==> config.mk <==
export PLATFORM = sky130hd
export DESIGN_NAME = adc_rdout_port
export DESIGN_NICKNAME = d
export VERILOG_FILES = /design/src/rtl/adc_rdout_pkg.sv /design/src/rtl/adc_rdout_sync.sv /design/src/rtl/adc_rdout_hold.sv /design/src/rtl/adc_rdout_fsm.sv /design/src/rtl/adc_rdout_port.sv
export SDC_FILE = /design/constraint.sdc
export NUM_CORES = 1
export LEC_CHECK = 0
export BUFFER_PORTS_ARGS = -buffer_cell sky130_fd_sc_hd__buf_4
export CORE_MARGIN = 5
export CORE_UTILIZATION = 63
export CTS_CLUSTER_SIZE = 12
export DETAILED_ROUTE_END_ITERATION = 10
export MAX_ROUTING_LAYER = met4
export PLACE_DENSITY_LB_ADDON = 0.12
export SLEW_MARGIN = 20
export SYNTH_ARGS = -nofsm -noshare
export SYNTH_HDL_FRONTEND = slang
export SYNTH_SLANG_ARGS = --single-unit
==> constraint.sdc <==
create_clock -name clk -period 4.59 [get_ports clk]
set_input_delay 0.2295 -clock clk [delete_from_list [all_inputs] [get_ports clk]]
set_output_delay 0.2295 -clock clk [all_outputs]
set_load 0.02 [all_outputs]
==> src/rtl/adc_rdout_pkg.sv <==
package adc_rdout_pkg;
    typedef enum logic [1:0] {
        RD_IDLE  = 2'd0,
        RD_ARM   = 2'd1,
        RD_SHIFT = 2'd2
    } rd_state_t;
endpackage

==> src/rtl/adc_rdout_sync.sv <==
module adc_rdout_sync #(
    parameter int         W       = 2,
    parameter logic [W-1:0] RST_VAL = '0
) (
    input  logic         clk,
    input  logic         rst_n,
    input  logic [W-1:0] async_i,
    output logic [W-1:0] lvl_o,
    output logic [W-1:0] rise_o,
    output logic [W-1:0] fall_o
);
    genvar g;
    generate
        for (g = 0; g < W; g++) begin : g_bit
            logic meta_q, sync_q, prev_q;
            always_ff @(posedge clk or negedge rst_n) begin
                if (!rst_n) begin
                    meta_q <= RST_VAL[g];
                    sync_q <= RST_VAL[g];
                    prev_q <= RST_VAL[g];
                end else begin
                    meta_q <= async_i[g];
                    sync_q <= meta_q;
                    prev_q <= sync_q;
                end
            end
            assign lvl_o[g]  = sync_q;
            assign rise_o[g] = sync_q & ~prev_q;
            assign fall_o[g] = ~sync_q & prev_q;
        end
    endgenerate
endmodule

==> src/rtl/adc_rdout_hold.sv <==
module adc_rdout_hold #(
    parameter int ADDR_W = 3,
    parameter int RES_W  = 12,
    localparam int WORD_W = 1 + ADDR_W + RES_W
) (
    input  logic              clk,
    input  logic              rst_n,
    input  logic              busy_i,
    input  logic              done_i,
    input  logic [ADDR_W-1:0] addr_i,
    input  logic [RES_W-1:0]  res_i,
    output logic [WORD_W-1:0] word_o
);
    logic [WORD_W-1:0] out_q, pend_q;
    logic              pend_vld_q;
    logic [WORD_W-1:0] fresh;

    assign fresh = {1'b0, addr_i, res_i};

    always_ff @(posedge clk or negedge rst_n) begin
        if (!rst_n) begin
            out_q      <= '0;
            pend_q     <= '0;
            pend_vld_q <= 1'b0;
        end else if (busy_i) begin
            if (done_i) begin
                pend_q     <= fresh;
                pend_vld_q <= 1'b1;
            end
        end else begin
            pend_vld_q <= 1'b0;
            if (done_i)
                out_q <= fresh;
            else if (pend_vld_q)
                out_q <= pend_q;
        end
    end

    assign word_o = out_q;
endmodule

==> src/rtl/adc_rdout_fsm.sv <==
module adc_rdout_fsm
    import adc_rdout_pkg::*;
#(
    parameter int WORD_W = 16,
    localparam int CNT_W = $clog2(WORD_W)
) (
    input  logic              clk,
    input  logic              rst_n,
    input  logic              frame_lvl_i,
    input  logic              frame_fall_i,
    input  logic              sclk_lvl_i,
    input  logic              sclk_rise_i,
    input  logic [WORD_W-1:0] load_word_i,
    output logic              sdo_o,
    output logic              sdo_oe_o
);
    localparam logic [CNT_W-1:0] LAST = CNT_W'(WORD_W - 1);

    rd_state_t         state_q, state_d;
    logic [CNT_W-1:0]  cnt_q, cnt_d;
    logic [WORD_W-1:0] sh_q, sh_d;

    always_ff @(posedge clk or negedge rst_n) begin
        if (!rst_n) begin
            state_q <= RD_IDLE;
            cnt_q   <= '0;
            sh_q    <= '0;
        end else begin
            state_q <= state_d;
            cnt_q   <= cnt_d;
            sh_q    <= sh_d;
        end
    end

    always_comb begin
        state_d = state_q;
        cnt_d   = cnt_q;
        sh_d    = sh_q;
        unique case (state_q)
            RD_IDLE: begin
                if (frame_fall_i) begin
                    sh_d    = load_word_i;
                    cnt_d   = '0;
                    state_d = sclk_lvl_i ? RD_SHIFT : RD_ARM;
                end
            end
            RD_ARM: begin
                if (frame_lvl_i)
                    state_d = RD_IDLE;
                else if (sclk_rise_i)
                    state_d = RD_SHIFT;
            end
            RD_SHIFT: begin
                if (frame_lvl_i)
                    state_d = RD_IDLE;
                else if (sclk_rise_i) begin
                    if (cnt_q == LAST)
                        state_d = RD_IDLE;
                    else begin
                        sh_d  = {sh_q[WORD_W-2:0], 1'b0};
                        cnt_d = cnt_q + 1'b1;
                    end
                end
            end
            default: state_d = RD_IDLE;
        endcase
    end

    always_comb begin
        sdo_oe_o = (state_q == RD_SHIFT);
        sdo_o    = sdo_oe_o & sh_q[WORD_W-1];
    end
endmodule

==> src/rtl/adc_rdout_port.sv <==
module adc_rdout_port #(
    parameter int ADDR_W = 3,
    parameter int RES_W  = 12
) (
    input  logic              clk,
    input  logic              rst_n,
    input  logic              frame_n,
    input  logic              sclk,
    input  logic              conv_done,
    input  logic [ADDR_W-1:0] conv_addr,
    input  logic [RES_W-1:0]  conv_result,
    output logic              sdo,
    output logic              sdo_oe
);
    localparam int WORD_W = 1 + ADDR_W + RES_W;

    logic [1:0]        lvl, rise, fall;
    logic              frame_s, frame_fall, sclk_s, sclk_rise;
    logic [WORD_W-1:0] out_word;

    adc_rdout_sync #(.W(2), .RST_VAL(2'b01)) u_sync (
        .clk     (clk),
        .rst_n   (rst_n),
        .async_i ({sclk, frame_n}),
        .lvl_o   (lvl),
        .rise_o  (rise),
        .fall_o  (fall)
    );

    assign frame_s    = lvl[0];
    assign frame_fall = fall[0];
    assign sclk_s     = lvl[1];
    assign sclk_rise  = rise[1];

    adc_rdout_hold #(.ADDR_W(ADDR_W), .RES_W(RES_W)) u_hold (
        .clk    (clk),
        .rst_n  (rst_n),
        .busy_i (~frame_s),
        .done_i (conv_done),
        .addr_i (conv_addr),
        .res_i  (conv_result),
        .word_o (out_word)
    );

    adc_rdout_fsm #(.WORD_W(WORD_W)) u_fsm (
        .clk          (clk),
        .rst_n        (rst_n),
        .frame_lvl_i  (frame_s),
        .frame_fall_i (frame_fall),
        .sclk_lvl_i   (sclk_s),
        .sclk_rise_i  (sclk_rise),
        .load_word_i  (out_word),
        .sdo_o        (sdo),
        .sdo_oe_o     (sdo_oe)
    );
endmodule

# Word level (Yosys, flattened, before mapping)
# Index checks and enable logic that the tools add are counted.
dict set report word_totals {
  ff_bits 60
  in_bits 20
  output_inout_bits 2
  elab_cells 58
}
dict set report classes {
  n_addsub 1
  eq_ne 10
  muxes 22
  bitwise 5
  n_reduce_logical 8
}
# cell n
set op_table {}
lappend op_table {{two-way mux 16 bit} 6}
lappend op_table {{one-hot mux 16 bit (2 select lines)} 1}
lappend op_table {{two-way mux 4 bit} 4}
lappend op_table {{two-way mux 2 bit} 7}
lappend op_table {{one-hot mux 4 bit (2 select lines)} 1}
lappend op_table {{inequality test 2 bit (second input constant)} 3}
lappend op_table {{inequality test 3 x 1 -> 1 bit (second input constant)} 2}
lappend op_table {{one-hot mux 2 bit (3 select lines)} 1}
lappend op_table {{nonzero test 2 bit} 3}
lappend op_table {{AND reduction 5 bit} 1}
lappend op_table {{adder 4 x 1 -> 4 bit (second input constant)} 1}
lappend op_table {{equality test 4 bit (second input constant)} 1}
lappend op_table {{AND reduction 2 bit} 2}
lappend op_table {{AND reduction 4 bit} 1}
lappend op_table {{bitwise AND 1 bit} 3}
lappend op_table {{inequality test 3 bit (second input constant)} 1}
lappend op_table {{equality test 2 x 1 -> 1 bit (second input constant)} 1}
lappend op_table {{equality test 2 bit (second input constant)} 1}
lappend op_table {{zero test 2 bit} 1}
lappend op_table {{two-way mux 1 bit} 2}
lappend op_table {{inequality test 2 x 1 -> 1 bit (second input constant)} 1}
lappend op_table {{inverter 1 bit} 2}

# Longest topological paths before layout
dict set report logic_depth {
  depth_word 5
  mapped_depth 6
  mapped_depth_nobuf 4
}

# Cells and area by module
# Synthesis repeated with hierarchy kept, for this count alone.
dict set report unflattened {
  hier_cells 208
  area_unflattened_um2 2716.4
}
# mod instances cells_per_inst area_per_inst_um2
set by_module_without_submodules {}
lappend by_module_without_submodules {adc_rdout_hold 1 107 1328.8}
lappend by_module_without_submodules {adc_rdout_fsm 1 88 1179.9}
lappend by_module_without_submodules {adc_rdout_sync 1 12 203.9}
lappend by_module_without_submodules {adc_rdout_port 1 1 3.8}

# Least setup slack after synthesis
# OpenSTA, ideal clock, no wires.
dict set report synth_path {
  kind {flip-flop to flip-flop}
  start {register u_sync.g_bit[0].prev_q}
  end {register u_fsm.cnt_q[3]}
  setup_time_ns 0.132
  arrival_time_ns 1.592
  setup_slack_ns 2.866
  stages_incl_launch_ff 5
  path_buffers 1
  path_cell_list {dfstp_2 or4b_2 o31ai_4 buf_6 o211ai_1}
}
dict set report synth_via {
  elab_chain_len 3
}
# element line_no
set synth_lines {}
lappend synth_lines {{start: declaration} adc_rdout_sync.sv:15} ;# logic meta_q, sync_q, prev_q;
lappend synth_lines {{start signal: assignment} adc_rdout_sync.sv:20} ;# prev_q <= RST_VAL[g];
lappend synth_lines {{start signal: assignment} adc_rdout_sync.sv:24} ;# prev_q <= sync_q;
lappend synth_lines {{bitwise AND 1 bit} adc_rdout_sync.sv:29} ;# assign fall_o[g] = ~sync_q & prev_q;
lappend synth_lines {{inequality test 2 bit (no line)} -}
lappend synth_lines {{AND reduction 5 bit (no line)} -}
lappend synth_lines {{end signal: assignment} adc_rdout_fsm.sv:30} ;# cnt_q <= cnt_d;
lappend synth_lines {{end: declaration} adc_rdout_fsm.sv:20} ;# logic [CNT_W-1:0] cnt_q, cnt_d;
# Every way passes these cells.
# A chain may end at the register's enable or synchronous reset.

# Worst setup path after layout
dict set report layout_path {
  start {register u_fsm.state_q[1]}
  end {output port sdo}
}
dict set report layout_via {
  elab_chain_len 2
}
# element line_no
set layout_lines {}
lappend layout_lines {{start: declaration} adc_rdout_fsm.sv:19} ;# rd_state_t state_q, state_d;
lappend layout_lines {{start signal: assignment} adc_rdout_fsm.sv:29} ;# state_q <= state_d;
lappend layout_lines {{equality test 2 bit} adc_rdout_fsm.sv:70} ;# sdo_oe_o = (state_q == RD_SHIFT);
lappend layout_lines {{bitwise AND 1 bit} adc_rdout_fsm.sv:71} ;# sdo_o = sdo_oe_o & sh_q[WORD_W-1];
lappend layout_lines {{end: declaration} adc_rdout_port.sv:12} ;# output logic sdo,
# Every way passes these cells.

==> results.toml <==
[status]
status = "complete, no violations"

[global_route]
vias_in_the_first_global_route = 1764
global_route_wire_length_before_repair_um = 8470
grt_max_degree = 60
antenna_found_initial = 0
gr-usage-all-layers_pct = 21.1
grt_overflow = 0

[placement]
dp.cells = 277
gp_routability_congestion = 0.811
dp.final_hpwl_um = 3370
portBuffers = 21

[worst_setup_path]
path_class = "register to output port"
cp-end-kind = "output port"
ff2ff_setup_slack_ns = 2.49
critical_path_buf_inv_count = 1
critPathMaxStageDelay_ns = 0.93
cp_cell_sequence = "nor2b_2 -> and2_1 -> buf_4"
timing.rr.start = "u_fsm.state_q[0]$_DFFE_PN0P_"
crit_cells = 3
endpoint = "sdo"
critPathTopFamily = "simple AND/OR/NAND/NOR gates"
critical_path_launch_point_type = "register"
worst-endpoint-arrival_ns = 2.06
endpoint_required_time_on_the_critical_path_ns = 4.36
crit_path_top_delay_cell = "nor2b_2"
r2r-end = "u_fsm.sh_q[0]$_DFFE_PN0P_"
startpoint = "u_fsm.state_q[1]$_DFFE_PN0P_"
crit_fanout = 20
worstRegToRegCells = 3

[clock_network]
cts_root_buffer = "clkbuf_8"
cts_made_buffers = 9
max-clock-path-buffers = 2
h-tree-depth = 3
post-cts-setup-buffers = 0
cts.sink_count = 59
cts_tree = "done"
clkSlewWorstSetupHoldPaths_ns = 0.06
worst_skew_pair.late_latency_ns = 0.33

[timing]
finClkSkew_ns = 0.00860
max_clock_freq_mhz = 436
final_hold_vio_count = 0
final-max-slew-violation-count = 0
final-setup-viol-count = 0
worst_slew_margin_rel_pct = 25.2
grt_setup_unrepaired = "no"
fin_setup_tns_ns = 0
final_min_period_over_clock_period_pct = 49.9
worst_pin_slew_ns = 1.12
post_layout_min_period_ns = 2.29

[synth]
synth.top_cells.by_area = "dfrtp_1 53%, mux2i_1 12%, mux2_2 6.3%, a22oi_2 3.8%, o21ai_0 3.0%"
avgSynthCellArea_sq_um = 12.2
synth_largest_type_area_fraction_pct = 52.6
synth.largest_area_cell = "dfrtp_1"
ys_warn_count = 0
synth-seq-cells = 59
synth_cell_type_count = 34
syn-instance-count = 218
synth_fp_nets = 239
synth_sequential_area_ratio_pct = 55.5
synth.cell_area_sq_um = 2670

[pwr]
static_leakage_power_nw = 1.34
power_per_cell_area_nw_per_um2 = 439
power.ir.vdd_worst_mv = 0.370

[floorplanning]
initial_util_pct = 65.7
std_cell_rows = 23
die_y_um = 75.1
ioPinCount = 22
total_die_area_sq_um = 5630
chipWidth_um = 75.1
core_sq_um = 4060

[route]
wl_per_cell_um = 17.2
drc_errors = 0
totalWireLength_um = 5080
initialDrtViolationCount = 129
count_of_tritonroute_iterations_in_the_first_routing_pass = 4
drt-vias-per-instance = 5.82
detail-route-antenna-nets = 0
dr_total_vias = 1722

[cells_and_area]
fraction_of_layout_instances_using_a_drive_strength_above_1_pct = 28.9
antenna_cells = 0
area.sequential_sq_um = 1480
multi_input_area_sq_um = 1090
fillers = 263
nets = 262
flow.area_growth_from_synthesis_pct = 14.1
finalNonFillerCells = 296

[worst_hold_path]
min-delay-path-class = "input port to register"

[job]
drv_cap = 0
==> routing by layer <==
| metal | global-route usage (%) | share of wire (%) |
|---|---|---|
| met1 | 26.9 | 46 |
| met2 | 32.8 | 50 |
| met3 | 5.34 | 3.4 |
| met4 | 7.71 | 1.2 |
| met5 | - | 0 |
==> worst register-to-register path: cells and delay by family, from the launching register on <==
kind / cells / cell delay [ns]
AO/OA/AOI/OAI: 1 / 0.36
flip-flops: 1 / 0.46
AND/OR/NAND/NOR: 2 / 1.17
==> cell type report <==
type / count / share of cell area, %
sequential: 59 / 48.7
multi-input combinational: 142 / 35.9
timing repair buffer: 26 / 6.66
clock buffer: 11 / 4.65
tap: 50 / 2.06
clock inverter: 5 / 1.73
inverter: 3 / 0.370
==> layout by cell type (no fill, tap or decap), types with 2 or more instances in the layout <==
cell,instances
dfrtp_1,56
mux2i_1,33
buf_4,23
nand2_1,21
nor2_1,17
o21ai_0,15
mux2_2,15
clkbuf_8,10
a22oi_2,8
a22oi_1,5
inv_1,3
nand3_1,3
o211ai_1,3
clkinv_2,3
dlygate4sd3_1,3
dfstp_2,3
nor2b_2,2
and2_1,2
nor3_1,2
==> worst min path at each step <==
| stage | startpoint | endpoint | slack (ns) | cells past startpoint |
|---|---|---|---|---|
| 2_1_floorplan | rst_n | u_fsm.cnt_q[0]$_DFFE_PN0P_ | -0.07 | 0 |
| 3_3_place_gp | rst_n | u_fsm.cnt_q[2]$_DFFE_PN0P_ | 0.32 | 1 |
| 3_5_place_dp | rst_n | u_fsm.cnt_q[2]$_DFFE_PN0P_ | 0.33 | 1 |
| 4_1_cts | conv_result[2] | u_hold.pend_q[2]$_DFFE_PN0P_ | 0.13 | 2 |
| 5_1_grt | conv_result[0] | u_hold.pend_q[0]$_DFFE_PN0P_ | 0.14 | 2 |
| 6_report | conv_result[5] | u_hold.pend_q[5]$_DFFE_PN0P_ | 0.14 | 2 |
==> per-stage QoR <==
stage	setup slack [ns]	total power, mW	utilization [%]	hold WS, ns	area (sq um)
3_5_place_dp	2.52	0.881	69.4	0.333	2820
6_report	2.30	1.33	75.0	0.144	3040
3_3_place_gp	2.58	0.861	69.4	0.320	2820
5_1_grt	2.18	1.40	75.0	0.135	3040
4_1_cts	2.29	1.34	75.0	0.131	3040
2_1_floorplan	2.87	0.812	-	-0.0661	2670
==> cell usage after synthesis (all sizes together) <==
cell / count
or4b: 1
nor2: 17
inv: 3
ha: 1
o22ai: 1
nand2: 21
o21ai: 16
a21oi: 1
nor2b: 3
o211ai: 3
and2: 2
nor3: 2
nand3: 3
or3b: 1
buf: 9
a22oi: 14
clkbuf: 5
or3: 1
and3: 1
dfrtp: 56
o31ai: 1
o32a: 1
mux2i: 33
mux2: 15
dfstp: 3
or4: 1
nor4b: 1
a22o: 1
nand2b: 1
==> sequential cells by signal (all words and copies together), names as in the netlist <==
name,flops
u_fsm.sh_q,16
u_sync.g_bit.meta_q,2
u_hold.word_o,15
u_sync.g_bit.sync_q,2
u_fsm.cnt_q,4
u_sync.g_bit.prev_q,2
u_fsm.state_q,2
u_hold.pend_q,15
u_hold.pend_vld_q,1
==> timing repair <==
action                                 CTS  global route
endpoints found under the hold margin   58             0
resized for setup                        0             0
hold buffers                             3             0
==> power by group <==
group / leakage [nW] / internal, mW / switching [mW] / total, mW
Combinational: 0.538 / 0.104 / 0.104 / 0.208
Sequential: 0.705 / 0.610 / 0.0560 / 0.666
Clock: 0.0991 / 0.263 / 0.198 / 0.460
Total: 1.34 / 0.977 / 0.357 / 1.33
==> kinds of logic (layout without fill, tap and decap cells) <==
group	after synthesis	in the layout	share of synthesized area [%]
AOI/OAI and AO/OA	38	38	11.7
adders and majority gates	1	1	0.469
buffers and inverters	17	45	3.75
DFF	59	59	55.5
muxes	48	48	18.7
and+or+nand+nor	55	55	9.81
(Power assumes the default switching activity.)
